## src/rtl/cop_handshake_seq.sv

```systemverilog
module cop_handshake_seq (
  input  logic       clk,
  input  logic       rst_n,
  input  logic       start,
  input  logic       cond_pass,
  input  logic       data_op,
  input  logic       irq_pending,
  input  logic       cp_absent,
  input  logic       cp_busy,
  output logic       issue_n,
  output logic [1:0] outcome,
  output logic       retry,
  output logic       xfer_go
);

  localparam logic [1:0] OUT_IDLE   = 2'b00;
  localparam logic [1:0] OUT_COMMIT = 2'b01;
  localparam logic [1:0] OUT_TRAP   = 2'b10;
  localparam logic [1:0] OUT_ABORT  = 2'b11;

  typedef enum logic [1:0] {S_IDLE, S_FIRST, S_WAIT} st_t;

  st_t  st;
  logic dop_q;

  wire in_hs     = (st != S_IDLE);
  wire launch    = (st == S_IDLE) && start && cond_pass;
  wire unclaimed = (st == S_FIRST) && cp_absent;
  wire done      = in_hs && !cp_absent && !cp_busy;
  wire brk       = in_hs && !unclaimed && !done && irq_pending;

  always_ff @(posedge clk or negedge rst_n) begin
    if (!rst_n) begin
      st      <= S_IDLE;
      issue_n <= 1'b1;
      outcome <= OUT_IDLE;
      retry   <= 1'b0;
      xfer_go <= 1'b0;
      dop_q   <= 1'b0;
    end else begin
      outcome <= OUT_IDLE;
      xfer_go <= 1'b0;
      if (launch) begin
        st      <= S_FIRST;
        issue_n <= 1'b0;
        retry   <= 1'b0;
        dop_q   <= data_op;
      end else if (unclaimed) begin
        st      <= S_IDLE;
        issue_n <= 1'b1;
        outcome <= OUT_TRAP;
      end else if (done) begin
        st      <= S_IDLE;
        issue_n <= 1'b1;
        outcome <= OUT_COMMIT;
        xfer_go <= !dop_q;
      end else if (brk) begin
        st      <= S_IDLE;
        issue_n <= 1'b1;
        outcome <= OUT_ABORT;
        retry   <= 1'b1;
      end else if (in_hs) begin
        st      <= S_WAIT;
      end
    end
  end

endmodule


```

## config.mk

```make
export PLATFORM = sky130hd
export DESIGN_NAME = cop_handshake_seq
export DESIGN_NICKNAME = d
export VERILOG_FILES = /design/src/rtl/cop_handshake_seq.sv
export SDC_FILE = /design/constraint.sdc
export NUM_CORES = 1
export LEC_CHECK = 0
export BUFFER_PORTS_ARGS = -buffer_cell sky130_fd_sc_hd__buf_4
export CORE_AREA = 3 3 40 42
export CTS_CLUSTER_DIAMETER = 30
export DETAILED_ROUTE_END_ITERATION = 6
export DIE_AREA = 0 0 43 45
export PLACE_DENSITY = 0.52
export SYNTH_ARGS = -nofsm -noshare
export SYNTH_HDL_FRONTEND = slang
export SYNTH_SLANG_ARGS = --single-unit
export TNS_END_PERCENT = 100
```

## constraint.sdc

```tcl
create_clock -name clk -period 1.7 [get_ports clk]
set_clock_uncertainty 0.2 [all_clocks]
set_input_delay 0.085 -clock clk [delete_from_list [all_inputs] [get_ports clk]]
set_output_delay 0.085 -clock clk [all_outputs]
set_load 0.02 [all_outputs]
```

==> key figures <==
Drt
  • Drt pass-1 iters: 2
  • Iteration-0 DRC Markers: 5
  • Post-DRT Antenna Nets: 0
  • Vias per inst: 4.24
  • Wire length per cell: 11.0 µm
  • # DRC: 0
  • Via count: 305
  • Final WL: 791 µm

Final layout
  • Filler instances: 124
  • Core Util, Final: 0.460
  • Fraction of layout cells with a size suffix above 1: 0.368
  • Area Overhead vs Synth: 78.8%
  • Most frequent cells in the layout: 13 x buf_4, 9 x dlygate4sd3_1, 7 x dfrtp_1
  • ANT cells: 0
  • Most common cell after layout, fill and taps aside: buf_4
  • Final net count: 66

CTS
  • CTS tree: done
  • CTS sink count: 8
  • Clk root buf: clkbuf_4
  • Clock Pin Slew Worst Setup and Hold Paths: 0.05 ns
  • Clock latency on the worst-skew pair: 0.26 ns
  • CTS max path bufs: 2
  • CTS Buf Count: 3
  • # H-tree levels: 1

Die
  • I/O Pins: 13
  • Die Area: 1940 µm²
  • Die W: 43 µm
  • Cell row count: 13
  • Core area: 1280 µm²
  • DIE HEIGHT: 45 µm
  • Initial core utilization: 0.257

STA
  • Min cycle time layout: 1.62 ns
  • Final Setup Violations: 0
  • Worst Tran Pin Value: 0.327 ns
  • Max Fclk: 0.618 GHz
  • Slew Viols, Final: 0
  • TNS Setup: 0 ns
  • Hold Vio Cnt, Final: 0
  • Relative slew slack: 0.781
  • Final Cycle Share: 0.953
  • RSZ-0062 raised after global routing: false

Place
  • DP Wirelength: 506 µm
  • GPL Wtd Cong: 0.760
  • Port bufs: 12

Global routing
  • Vias in the first global route: 319
  • Total gr overflow: 0
  • Global-route wire length before repair: 1260 µm
  • Pin count of the biggest net entering global routing: 8
  • GRT Total Usage: 0.0924
  • Initial antenna violation count: 0

Yosys
  • Synth Cell Area: 330 µm²
  • Number of distinct library cells after synthesis: 13
  • Mapped Avg Cell Area: 11.4 µm²
  • Syn nets: 37
  • YS warnings: 0
  • Cells after synthesis: 29
  • Sequential cell area fraction in the yosys report: 0.610
  • #FFs+latches synth: 8

Power and ir drop
  • PwrDens: 851 nW/µm²
  • Total power draw: 0.503 mW
  • Pleak: 0.313 nW
  • Peak VDD IR: 344 µV

Critical path
  • Crit-path max FO: 5
  • CP required: 1.67 ns
  • Setup crit end kind: register
  • Critical path class: input port to register
  • Crit path arrival time: 1.59 ns
  • Startpoint Class: input port

Min path
  • Hold Path Class: input port to register

Flow run
  • Max Cap Viol: 0

Status
  • Outcome: completed
==> through the flow <==
step / hold slack (ns) / setup slack (ns) / std cells / cell area (µm²)
after detailed placement: -0.291 / 0.266 / 56 / 439
final: 0.0348 / 0.0807 / 72 / 591
after global routing: 0.0533 / 0.0114 / 72 / 591
after floorplan: -0.411 / 0.302 / 29 / 330
after global placement: -0.294 / 0.287 / 56 / 439
after CTS: 0.0349 / 0.0286 / 71 / 576
==> flip-flops by register name, summed over array words and instances, names as in the netlist <==
name and flops:
issue_n 1, st 2, dop_q 1, retry 1, xfer_go 1, outcome 2
==> worst max-delay path: stages <==
cell,delay (ns)
dlygate4sd3_1,0.54
buf_4,0.15
a21oi_1,0.12
dlygate4sd3_1,0.58
o221ai_1,0.11
==> timing repair <==
| item | in CTS | in global routing |
|---|---|---|
| setup endpoints to repair | 0 | 5 |
| endpoints found under the hold margin | 16 | 0 |
| hold buffers | 11 | 0 |
| setup buffers | 0 | 1 |
| gates resized for setup | 0 | 3 |
==> layer usage <==
| layer | vias to the layer above | global-route usage | wire [µm] |
|---|---|---|---|
| met2 | 11 | 0.144 | 403 |
| met5 | - | 0 | 0 |
| met4 | 0 | 0.0723 | 8 |
| met3 | 2 | 0.0359 | 49 |
| li1 | 153 | - | - |
| met1 | 139 | 0.101 | 329 |
==> cell type report <==
type,count,area (µm²),share of cell area
Timing Repair Buffer,24,213,0.360
Sequential cell,8,201,0.341
Inverter,3,11.3,0.0191
Multi-Input combinational cell,18,120,0.203
Clock buffer,4,26.3,0.0445
Tap cell,15,18.8,0.0318
==> kinds of logic after synthesis <==
group / count (synthesis) / share of synthesized area
multiplexers: 1 / 0.0454
AND/OR/NAND/NOR: 12 / 0.212
flip-flops: 8 / 0.610
AO/OA/AOI/OAI: 5 / 0.0985
buffers and inverters: 3 / 0.0341
==> Yosys cell counts <==
master | number | area share
dfrtp_1 | 7 | 0.53
o221ai_1 | 2 | 0.053
inv_1 | 3 | 0.034
a21oi_1 | 2 | 0.030
o21ai_1 | 1 | 0.015
nor2b_1 | 1 | 0.019
dfstp_2 | 1 | 0.080
nor2_8 | 1 | 0.061
nand2_1 | 2 | 0.023
nor3_1 | 1 | 0.015
or2_4 | 1 | 0.027
mux2_4 | 1 | 0.045
nor2_1 | 6 | 0.068
==> report_power, final <==
group / switching, mW / total (mW) / internal [mW]
clock network: 0.0706 / 0.161 / 0.0902
registers: 0.0104 / 0.224 / 0.214
logic: 0.0522 / 0.118 / 0.0656
==> final timing paths <==
check,cells after the start,endpoint,slack [ns],startpoint
setup / recovery,5,issue_n,0.08,irq_pending
hold / removal,4,retry,0.03,start
setup reg to reg,4,st[1],0.13,st[0]
hold reg to reg,1,xfer_go,0.23,dop_q
max in group asynchronous,3,st[0],0.46,rst_n
min in group asynchronous,2,issue_n,0.10,rst_n
Power figures use the tool's default switching activity.
